--- config.mk ---
export PLATFORM = sky130hd
export DESIGN_NAME = cdt_timer
export DESIGN_NICKNAME = d
export VERILOG_FILES = /design/src/rtl/cdt_pkg.sv /design/src/rtl/cdt_datapath.sv /design/src/rtl/cdt_ctrl.sv /design/src/rtl/cdt_timer.sv
export SDC_FILE = /design/constraint.sdc
export NUM_CORES = 1
export LEC_CHECK = 0
export BUFFER_PORTS_ARGS = -buffer_cell sky130_fd_sc_hd__buf_2
export CAP_MARGIN = 20
export CELL_PAD_IN_SITES_DETAIL_PLACEMENT = 1
export CELL_PAD_IN_SITES_GLOBAL_PLACEMENT = 1
export CORE_MARGIN = 3
export CORE_UTILIZATION = 44
export CTS_BUF_LIST = sky130_fd_sc_hd__clkbuf_8
export DETAILED_ROUTE_END_ITERATION = 6
export MAX_ROUTING_LAYER = met4
export PLACE_DENSITY_LB_ADDON = 0.1
export SETUP_SLACK_MARGIN = 0.3
export SYNTH_ARGS = -nofsm -noshare
export SYNTH_HDL_FRONTEND = slang
export SYNTH_SLANG_ARGS = --single-unit
--- constraint.sdc ---
create_clock -name clk -period 3.6 [get_ports clk]
set_clock_uncertainty 0.1 [all_clocks]
set_input_delay 0.18 -clock clk [delete_from_list [all_inputs] [get_ports clk]]
set_output_delay 0.18 -clock clk [all_outputs]
set_load 0.05 [all_outputs]
--- src/rtl/cdt_pkg.sv ---
package cdt_pkg;
  localparam int PRESC_W   = 8;
  localparam int OFF_LOAD  = 'h0;
  localparam int OFF_COUNT = 'h4;
  localparam int OFF_CTRL  = 'h8;
  localparam int OFF_STAT  = 'hC;
  localparam int BIT_RUN   = 0;
  localparam int BIT_RPT   = 1;
  localparam int BIT_GATE  = 2;
  localparam int PRESC_LSB = 8;

  typedef struct packed {
    logic [PRESC_W-1:0] presc;
    logic               irqGate;
    logic               repeatMode;
    logic               run;
  } ctrlFields_t;

  typedef struct packed {
    logic setLoad;    // reload value and counter take the bus word
    logic setCount;   // counter takes the bus word
    logic copyLoad;   // counter takes the reload value
    logic decrement;  // counter moves one step down
  } dpStrobe_t;
endpackage

--- src/rtl/cdt_datapath.sv ---
module cdt_datapath
  import cdt_pkg::*;
#(
  parameter int DATA_W = 32
) (
  input  logic              clk,
  input  logic              rstN,
  input  dpStrobe_t         strobe,
  input  logic [DATA_W-1:0] wrValue,
  output logic [DATA_W-1:0] loadVal,
  output logic [DATA_W-1:0] countVal,
  output logic              countZero,
  output logic              countOne,
  output logic              loadZero
);
  logic [DATA_W-1:0] loadQ, countQ, countD, loadD;

  always_comb begin
    loadD  = loadQ;
    countD = countQ;
    if (strobe.setLoad) begin
      loadD  = wrValue;
      countD = wrValue;
    end else if (strobe.setCount) begin
      countD = wrValue;
    end else if (strobe.copyLoad) begin
      countD = loadQ;
    end else if (strobe.decrement) begin
      countD = countQ - DATA_W'(1);
    end
  end

  always_ff @(posedge clk) begin
    if (!rstN) begin
      loadQ  <= '0;
      countQ <= '0;
    end else begin
      loadQ  <= loadD;
      countQ <= countD;
    end
  end

  assign loadVal   = loadQ;
  assign countVal  = countQ;
  assign countZero = (countQ == '0);
  assign countOne  = (countQ == DATA_W'(1));
  assign loadZero  = (loadQ == '0);

  // without a strobe the counter holds
  assert_hold_idle_R5: assert property (@(posedge clk) disable iff (!rstN)
    (strobe == '0) |=> $stable(countQ));
  // control never steps the counter below zero
  assert_no_underflow_R9: assert property (@(posedge clk) disable iff (!rstN)
    strobe.decrement |-> !countZero);
endmodule

--- src/rtl/cdt_ctrl.sv ---
module cdt_ctrl
  import cdt_pkg::*;
#(
  parameter int DATA_W = 32,
  parameter int ADDR_W = 5
) (
  input  logic              clk,
  input  logic              rstN,
  input  logic              tickEn,
  input  logic              busSel,
  input  logic              busWr,
  input  logic [ADDR_W-1:0] busAddr,
  input  logic [3:0]        busByteEn,
  input  logic [DATA_W-1:0] busWdata,
  input  logic [DATA_W-1:0] loadVal,
  input  logic [DATA_W-1:0] countVal,
  input  logic              countZero,
  input  logic              countOne,
  input  logic              loadZero,
  output dpStrobe_t         strobe,
  output logic [DATA_W-1:0] busRdata,
  output logic              irqOut
);
  ctrlFields_t        ctrlQ, ctrlD, newCtrl;
  logic               statusQ, statusD;
  logic               runQ, runD;
  logic [PRESC_W-1:0] prescCntQ, prescCntD;
  logic               aligned, wrAcc;
  logic               hitLoad, hitCount, hitCtrl, hitStat;
  logic               wrLoad, wrCount, wrCtrl, wrStat;
  logic               wValZero, prescNZ, modeChange, effZero, expire;

  assign aligned  = (busAddr[1:0] == 2'b00);
  assign wrAcc    = busSel && busWr && (&busByteEn) && aligned;
  assign hitLoad  = (busAddr == ADDR_W'(OFF_LOAD));
  assign hitCount = (busAddr == ADDR_W'(OFF_COUNT));
  assign hitCtrl  = (busAddr == ADDR_W'(OFF_CTRL));
  assign hitStat  = (busAddr == ADDR_W'(OFF_STAT));
  assign wrLoad   = wrAcc && hitLoad;
  assign wrCount  = wrAcc && hitCount;
  assign wrCtrl   = wrAcc && hitCtrl;
  assign wrStat   = wrAcc && hitStat;
  assign wValZero = (busWdata == '0);
  assign prescNZ  = (ctrlQ.presc != '0);

  always_comb begin
    newCtrl.run        = busWdata[BIT_RUN];
    newCtrl.repeatMode = busWdata[BIT_RPT];
    newCtrl.irqGate    = busWdata[BIT_GATE];
    newCtrl.presc      = busWdata[PRESC_LSB +: PRESC_W];
  end

  always_comb begin
    strobe     = '0;
    ctrlD      = ctrlQ;
    statusD    = statusQ;
    runD       = runQ;
    prescCntD  = prescCntQ;
    expire     = 1'b0;
    modeChange = 1'b0;
    effZero    = 1'b0;
    if (wrLoad) begin
      strobe.setLoad = 1'b1;
      prescCntD      = '0;
      runD           = ctrlQ.run && (prescNZ || !wValZero);
    end else if (wrCount) begin
      if (ctrlQ.run && ctrlQ.repeatMode && !prescNZ && wValZero) begin
        strobe.copyLoad = 1'b1;
        effZero         = loadZero;
      end else begin
        strobe.setCount = 1'b1;
        effZero         = wValZero;
      end
      prescCntD = '0;
      runD      = ctrlQ.run && (prescNZ || !effZero);
    end else if (wrCtrl) begin
      modeChange = (newCtrl.run != ctrlQ.run) ||
                   (newCtrl.repeatMode != ctrlQ.repeatMode);
      effZero    = countZero;
      if (newCtrl.run && newCtrl.repeatMode && countZero && newCtrl.presc == '0) begin
        strobe.copyLoad = 1'b1;
        effZero         = loadZero;
      end
      runD = newCtrl.run &&
             ((!modeChange && runQ) || (newCtrl.presc != '0) || !effZero);
      if (newCtrl.presc != ctrlQ.presc) prescCntD = '0;
      ctrlD = newCtrl;
    end else if (wrStat) begin
      if (busWdata[0]) statusD = 1'b0;
    end else if (runQ && tickEn) begin
      if (prescCntQ == ctrlQ.presc) begin
        prescCntD = '0;
        if (countOne) begin
          strobe.decrement = 1'b1;
          expire           = 1'b1;
          if (!ctrlQ.repeatMode || (loadZero && !prescNZ)) runD = 1'b0;
        end else if (countZero) begin
          if (!ctrlQ.repeatMode) begin
            expire = 1'b1;
            runD   = 1'b0;
          end else begin
            strobe.copyLoad = 1'b1;
            if (loadZero) begin
              expire = 1'b1;
              if (!prescNZ) runD = 1'b0;
            end
          end
        end else begin
          strobe.decrement = 1'b1;
        end
      end else begin
        prescCntD = prescCntQ + PRESC_W'(1);
      end
    end
    if (expire) statusD = 1'b1;
  end

  always_ff @(posedge clk) begin
    if (!rstN) begin
      ctrlQ     <= '0;
      statusQ   <= 1'b0;
      runQ      <= 1'b0;
      prescCntQ <= '0;
    end else begin
      ctrlQ     <= ctrlD;
      statusQ   <= statusD;
      runQ      <= runD;
      prescCntQ <= prescCntD;
    end
  end

  always_comb begin
    busRdata = '0;
    if (busSel && aligned) begin
      if (hitLoad)       busRdata = loadVal;
      else if (hitCount) busRdata = countVal;
      else if (hitCtrl)  busRdata = DATA_W'({ctrlQ.presc, 5'b00000,
                                             ctrlQ.irqGate, ctrlQ.repeatMode, ctrlQ.run});
      else if (hitStat)  busRdata = DATA_W'(statusQ);
    end
  end

  assign irqOut = statusQ && ctrlQ.irqGate;

  assert_expiry_flags_R3: assert property (@(posedge clk) disable iff (!rstN)
    expire |=> statusQ);
  assert_w1c_R4: assert property (@(posedge clk) disable iff (!rstN)
    (wrStat && busWdata[0]) |=> !statusQ);
  assert_stopped_when_off_R5: assert property (@(posedge clk) disable iff (!rstN)
    !ctrlQ.run |-> !runQ);
  assert_presc_bound_R2: assert property (@(posedge clk) disable iff (!rstN)
    prescCntQ <= ctrlQ.presc);
  assert_zero_load_silent_R6: assert property (@(posedge clk) disable iff (!rstN)
    (wrLoad && wValZero && ctrlQ.run && !prescNZ) |=> (!runQ && $stable(statusQ)));
  assert_single_shot_halts_R11: assert property (@(posedge clk) disable iff (!rstN)
    (expire && !ctrlQ.repeatMode) |=> !runQ);
endmodule

--- src/rtl/cdt_timer.sv ---
module cdt_timer
  import cdt_pkg::*;
#(
  parameter int DATA_W = 32,
  parameter int ADDR_W = 5
) (
  input  logic              clk,
  input  logic              rstN,
  input  logic              tickEn,
  input  logic              busSel,
  input  logic              busWr,
  input  logic [ADDR_W-1:0] busAddr,
  input  logic [3:0]        busByteEn,
  input  logic [DATA_W-1:0] busWdata,
  output logic [DATA_W-1:0] busRdata,
  output logic              irqOut
);
  dpStrobe_t         strobe;
  logic [DATA_W-1:0] loadVal, countVal;
  logic              countZero, countOne, loadZero;

  cdt_ctrl #(.DATA_W(DATA_W), .ADDR_W(ADDR_W)) u_ctrl (
    .clk(clk), .rstN(rstN), .tickEn(tickEn),
    .busSel(busSel), .busWr(busWr), .busAddr(busAddr),
    .busByteEn(busByteEn), .busWdata(busWdata),
    .loadVal(loadVal), .countVal(countVal),
    .countZero(countZero), .countOne(countOne), .loadZero(loadZero),
    .strobe(strobe), .busRdata(busRdata), .irqOut(irqOut)
  );

  cdt_datapath #(.DATA_W(DATA_W)) u_dp (
    .clk(clk), .rstN(rstN), .strobe(strobe), .wrValue(busWdata),
    .loadVal(loadVal), .countVal(countVal),
    .countZero(countZero), .countOne(countOne), .loadZero(loadZero)
  );
endmodule

After elaboration in Yosys (flattened, before gate mapping)
Cells that the tools add are included.
{ "totals": {"register_bits": 85, "word_cells": 152, "out_inout_bits": 33} }
{ "op_classes": {"add_sub_neg": 2, "reduce_logical": 54, "n_bitwise": 3, "n_eq_ne": 17, "mux": 67} }
{ "op_table": {"columns": ["cell", "count"], "rows": [
  ["2-to-1 mux 32 bit", 8],
  ["zero test 32 bit", 3],
  ["2-to-1 mux 1 bit", 50],
  ["2-to-1 mux 8 bit", 5],
  ["equality test 32 x 1 -> 1 bit, second input constant", 1],
  ["subtractor 32 x 1 -> 32 bit, second input constant", 1],
  ["logical AND 1 bit", 21],
  ["nonzero test 8 bit", 2],
  ["nonzero test 4 bit", 3],
  ["equality test 5 x 4 -> 1 bit, second input constant", 2],
  ["adder 8 x 1 -> 8 bit, second input constant", 1],
  ["equality test 8 bit", 1],
  ["zero test 8 bit", 1],
  ["inequality test 2 bit, second input constant", 4],
  ["inequality test 8 bit", 1],
  ["AND reduction 7 bit", 1],
  ["zero test 1 bit", 6],
  ["logical OR 1 bit", 6],
  ["2-to-1 mux 2 bit", 3],
  ["inequality test 6 x 5 -> 1 bit, second input constant", 1],
  ["inequality test 6 bit, second input constant", 1],
  ["AND reduction 3 bit", 2],
  ["nonzero test 2 bit", 3],
  ["equality test 5 x 3 -> 1 bit, second input constant", 1],
  ["12 further kinds", 15]
]} }

Logic depth before layout (Yosys ltp)
{ "depth": {"ltp_word": 13, "ltp_mapped": 10} }

By module
A second synthesis with hierarchy kept.
{ "unflattened": {"hier_cells": 713, "area_unflattened_um2": 5586.6} }
{ "by_module_without_submodules": {"columns": ["module", "seq_area_each_um2", "cells_each", "n_inst", "area_each_um2"], "rows": [
  ["cdt_datapath", 1281.2, 428, 1, 3529.6],
  ["cdt_ctrl", 420.4, 285, 1, 2057.0]
]} }

Worst setup path before layout
OpenSTA, ideal clock, no wires.
{ "synth_timing": {"path_kind": "register -> register", "from": "register u_dp.countQ[28], in the netlist u_dp.countVal[28]", "to": "register u_dp.countQ[12], in the netlist u_dp.countVal[12]", "t_arrival_ns": 2.492, "slack_ns": 0.940, "period_less_slack_ns": 2.660, "stages_incl_launch_ff": 9, "n_path_buf": 1, "path_cell_list": "dfxtp_1 > or4_4 > or4_4 > or4_4 > nand4_2 > buf_6 > nor2_2 > a221o_1 > o21ai_1"} }
{ "synth_between": {"elab_chain_cells": 12, "elab_cells_between_ends": 21} }
{ "synth_lines": {"columns": ["element", "line", "rtl"], "rows": [
  ["start: declaration", "cdt_datapath.sv:16", "logic [DATA_W-1:0] loadQ, countQ, countD, loadD;"],
  ["start signal: assignment", "cdt_datapath.sv:39", "countQ <= countD;"],
  ["zero test 32 bit", "cdt_datapath.sv:45", "assign countZero = (countQ == '0);"],
  ["2-to-1 mux 1 bit", "cdt_ctrl.sv:97", "end else if (countZero) begin"],
  ["2-to-1 mux 1 bit", "cdt_ctrl.sv:93", "if (countOne) begin"],
  ["2-to-1 mux 2 bit", "cdt_ctrl.sv:91", "if (prescCntQ == ctrlQ.presc) begin"],
  ["2-to-1 mux 2 bit", "cdt_ctrl.sv:90", "end else if (runQ && tickEn) begin"],
  ["2-to-1 mux 2 bit", "cdt_ctrl.sv:88", "end else if (wrStat) begin"],
  ["2-to-1 mux 1 bit", "cdt_ctrl.sv:76", "end else if (wrCtrl) begin"],
  ["2-to-1 mux 1 bit", "cdt_ctrl.sv:66", "end else if (wrCount) begin"],
  ["2-to-1 mux 3 bit *", "cdt_ctrl.sv:62", "if (wrLoad) begin"],
  ["2-to-1 mux 32 bit", "cdt_datapath.sv:26", "end else if (strobe.copyLoad) begin"],
  ["2-to-1 mux 32 bit", "cdt_datapath.sv:24", "end else if (strobe.setCount) begin"],
  ["2-to-1 mux 32 bit", "cdt_datapath.sv:21", "if (strobe.setLoad) begin"]
]} }
Every way passes the cells marked *; elsewhere a longest branch is shown, timed or not.
A chain may end at the register's enable or synchronous reset.

Worst setup path in the final report
{ "layout_timing": {"from": "register u_dp.countQ[11], in the netlist u_dp.countVal[11]", "to": "register u_dp.countQ[25], in the netlist u_dp.countVal[25]"} }
{ "layout_between": {"elab_chain_cells": 12, "elab_cells_between_ends": 23} }
{ "layout_lines": {"columns": ["element", "line"], "rows": [
  ["zero test 32 bit", "cdt_datapath.sv:45"],
  ["2-to-1 mux 1 bit", "cdt_ctrl.sv:97"],
  ["2-to-1 mux 1 bit", "cdt_ctrl.sv:93"],
  ["2-to-1 mux 2 bit", "cdt_ctrl.sv:91"],
  ["2-to-1 mux 2 bit", "cdt_ctrl.sv:90"],
  ["2-to-1 mux 2 bit", "cdt_ctrl.sv:88"],
  ["2-to-1 mux 1 bit", "cdt_ctrl.sv:76"],
  ["2-to-1 mux 1 bit", "cdt_ctrl.sv:66"],
  ["2-to-1 mux 3 bit", "cdt_ctrl.sv:62"],
  ["2-to-1 mux 32 bit", "cdt_datapath.sv:26"],
  ["2-to-1 mux 32 bit", "cdt_datapath.sv:24"],
  ["2-to-1 mux 32 bit", "cdt_datapath.sv:21"]
]} }
Parallel ways exist; a longest one is shown, timed or not. The select of a mux whose other input is x is not followed.

==> results by stage <==
Pwr:
- The maximum VDD drop is 0.261 mV.
- The analysis attributes to cell leakage a power of 2.32 nW.
- Dividing total power by cell area gives a power density of 297 mW/mm^2.
- The post-layout total power is 1.93 mW.

Timing:
- The final critical path time including I/O delays and setup is 3.04 ns.
- Setup repair after global routing left no endpoint under its margin.
- The final worst-path cycle share is 0.843.
- The final-report hold violation count is 0.
- The relative slew slack is 0.443.
- Setup violations remaining at the end of the flow were counted as 0.
- The sum of negative setup slack is 0 ns.
- The number of max-slew violations in the final report came to 0.
- For the pin with the worst max-slew slack, the measured transition is 0.833 ns.
- The highest achievable clock rate is 329 MHz.

Worst setup path:
- The classification of the worst setup path is register to register.
- The cell type of the slowest stage on the worst timing path is or4_1.
- The signal on the critical path passes through nor4_2, nand4_4, or4_4, or4_1, o21ai_1, nand3b_1, a31oi_1.
- The most critical setup path has its startpoint at u_dp.countVal[11].
- At the worst endpoint, the arrival time is 3.25 ns.
- The end point of the critical path is u_dp.countVal[25].
- The endpoint identified for the worst register-to-register timing path is u_dp.countVal[25].
- The type of destination of the critical path is a register.
- On the worst path, the slowest cell contributes a delay of 0.66 ns.
- The worst reg2reg path depth is 7.
- Of all nets on the critical path, the largest fanout is 7.
- Setup slack on the worst reg-to-reg path comes out at 0.56 ns.
- The endpoint required time on the critical path is 3.81 ns.
- The startpoint of the worst-slack reg-to-reg timing path is u_dp.countVal[11].
- The worst setup path is launched from a register.

Finish:
- The library cells used most frequently in the layout, excluding fill and tap cells, are 130 x nand2_1, 85 x dfxtp_1, 78 x buf_2.
- Registers take 0.00170 sq mm.
- The net count of the finished layout is 856.
- The library cell used most frequently in the layout, excluding fill and tap cells, is nand2_1.
- The multi-input logic area is 0.00352 sq mm.
- The repair_antennas step left the layout with diodes totalling 0.
- The share of layout cells above drive strength 1 is 0.176.
- The post-synthesis to final-layout area growth is 19.1%.
- Measured on the finished design, the core utilization comes to 0.539.
- The count of filler cells inserted in the layout is 1556.

Floorplanning:
- The floorplan step defined a die boundary enclosing 0.0138 sq mm.
- Measured along the y axis, the die boundary spans 117 um.
- The floorplan row count is 40.
- The area of the core is 0.0121 sq mm.
- The I/O pin count is 79.
- In this run the horizontal extent of the chip is 117 um.
- The initial core utilization is 0.452.

Route:
- The detailed router placed 5987 vias in this run.
- The DRC violation count after routing is 0.
- The per-cell via count in the routed design is 6.12.
- The remaining antenna violation count is 0.
- The number of optimization iterations in the first detailed-route pass is 5.
- The total wire length is 20.8 mm.
- In the final routed layout, each cell accounts on average for 21.3 um.
- In this run, the number of DRC markers left after iteration 0 of detailed routing was 380.

Logic synthesis:
- In this run, synthesis inferred 0 flip-flops with an integrated enable.
- The Yosys step of the flow raised 0 warnings.
- The number of distinct standard cells referenced by the synthesized netlist is 68.
- dfxtp_1 takes more of the synthesized area than any other cell.
- The async set-reset flop share out of synthesis is 0.
- The top flip-flop cell by instance count after synthesis is dfxtp_1.
- The flip-flop and latch count after synthesis is 85.
- The mean instance size in the synthesized netlist is 7.56 sq um.
- Summing every instance area after synthesis gives 0.00546 sq mm.
- After synthesis, the cell types taking the most area are dfxtp_1 31%, nand2_1 8.9%, a21boi_0 5.9%, xnor2_1 4.8%, nor2_1 4.7%.
- The share of the Yosys chip area taken by registers is 0.312.
- Of the post-synthesis cell area, the dominant cell type holds 0.312.
- The post-synth net total is 772.
- After technology mapping, the gate count stands at 722.

Clock network:
- The clock-pin slew on the worst setup and hold paths is 0.09 ns.
- The total of cells resized after clock tree synthesis is 0.
- For this design, the sink count on the clock tree is 85.
- The H-tree level count is 3.
- For the worst-skew pair, the clock arrives at the later sink with an insertion delay of 0.39 ns.
- TritonCTS built the clock tree.
- In this run the clock root is driven by a clkbuf_8.
- TritonCTS created 9 clock buffers.
- The hold-fix buffer count after cts is 23.
- In this run the post-CTS setup repair buffer count came out at 0.
- The clock passes through at most 2 buffers.

Global route:
- The initial antenna violation count is 0.
- For this run, the total global-route usage over all layers was measured as 0.312.
- The number of global-route vias before repair came to 6304.
- The overall overflow remaining after global route is 0.
- The first global-routing pass estimated 33.9 mm of wire.
- Entering global routing, the biggest net connects 42 pins.

Placed design:
- In this run the tool buffered the top-level ports with 78 buffer cells.
- The congestion estimate from routability-driven global placement came to 0.900.
- The placed wire-length estimate is 15.2 mm.

Status:
- The run finished with clean final reports.

Hold path:
- In this run the worst hold path is classified as input pin to register.

Run:
- The max-capacitance violation count is 0.
-- sequential cells by signal, indices dropped and copies added (netlist names) --
| signal | cells |
|---|---|
| u_ctrl.ctrlQ | 11 |
| u_ctrl.prescCntQ | 8 |
| u_dp.countVal | 32 |
| u_ctrl.runQ | 1 |
| u_dp.loadVal | 32 |
| u_ctrl.statusQ | 1 |
-- final cells by class --
cell class	instances	area share
clock buffer	9	0.0191
sequential	85	0.262
clock inverter	7	0.0175
multi-input combinational	576	0.541
tap	168	0.0323
inverter	9	0.00520
timing repair buffer	125	0.123
-- cell families after synthesis --
group | share of synthesized area
AO/OA/AOI/OAI | 0.219
XOR/XNOR | 0.0594
multiplexers | 0.0222
adder cells (fa/ha/maj) | 0.00917
flip-flops | 0.312
buffers and inverters | 0.0452
AND/OR/NAND/NOR | 0.333
-- synthesized netlist by cell type (all sizes together), types with 3 or more instances --
master	n
a21boi	43
a21oi	18
a221o	4
a22oi	22
a31oi	4
a32oi	5
and2	5
and3	5
and4	5
buf	8
clkbuf	44
dfxtp	85
ha	4
inv	9
mux2i	11
nand2	130
nand2b	3
nand3	23
nand3b	3
nand4	18
nand4b	3
nor2	71
nor3	21
nor3b	3
nor4	36
o21ai	31
o221ai	6
o22ai	4
o2bb2ai	6
o31a	3
o31ai	6
or2	4
or3	8
or4	14
xnor2	30
xor2	7
-- how the worst min path moves through the flow --
stage          cells past startpoint                 to  slack (ns)    startpoint
2_1_floorplan                      2  u_dp.countVal[28]        0.19  busWdata[28]
3_3_place_gp                       3  u_dp.countVal[28]        0.32  busWdata[28]
3_5_place_dp                       3  u_dp.countVal[28]        0.31  busWdata[28]
4_1_cts                            3    u_dp.loadVal[0]       0.001   busWdata[0]
5_1_grt                            3    u_ctrl.ctrlQ[6]        0.01  busWdata[11]
6_report                           3   u_dp.loadVal[14]        0.02  busWdata[14]
-- layer usage --
layer,track usage,share of wire,vias to the layer above
met3,0.0675,0.051,37
met4,0.0946,0.023,0
li1,-,-,2799
met2,0.528,0.50,189
met5,-,0,-
met1,0.375,0.43,2962
-- worst max-delay path, delay by kind of cell, from the launching register on --
family           cells  cell delay (ns)
AO/OA/AOI/OAI        2             0.36
AND/OR/NAND/NOR      5             2.12
flip-flops           1             0.37
-- where the power goes --
part | internal, mW | leakage (nW) | switching, mW
clock | 0.458 | 0.123 | 0.383
sequential | 0.940 | 0.684 | 0.000630
combinational | 0.0609 | 1.52 | 0.0899
total | 1.46 | 2.32 | 0.473
-- metrics by stage --
step	setup slack (ns)	area [sq um]	cells	hold slack (ns)
floorplan	0.940	5460	722	0.188
global placement	0.648	6030	940	0.323
detailed placement	0.588	6030	940	0.313
CTS	0.564	6500	979	0.00113
global route	0.386	6500	979	0.0119
finish	0.564	6500	979	0.0158
No activity file was read; power rests on OpenSTA's default activity.
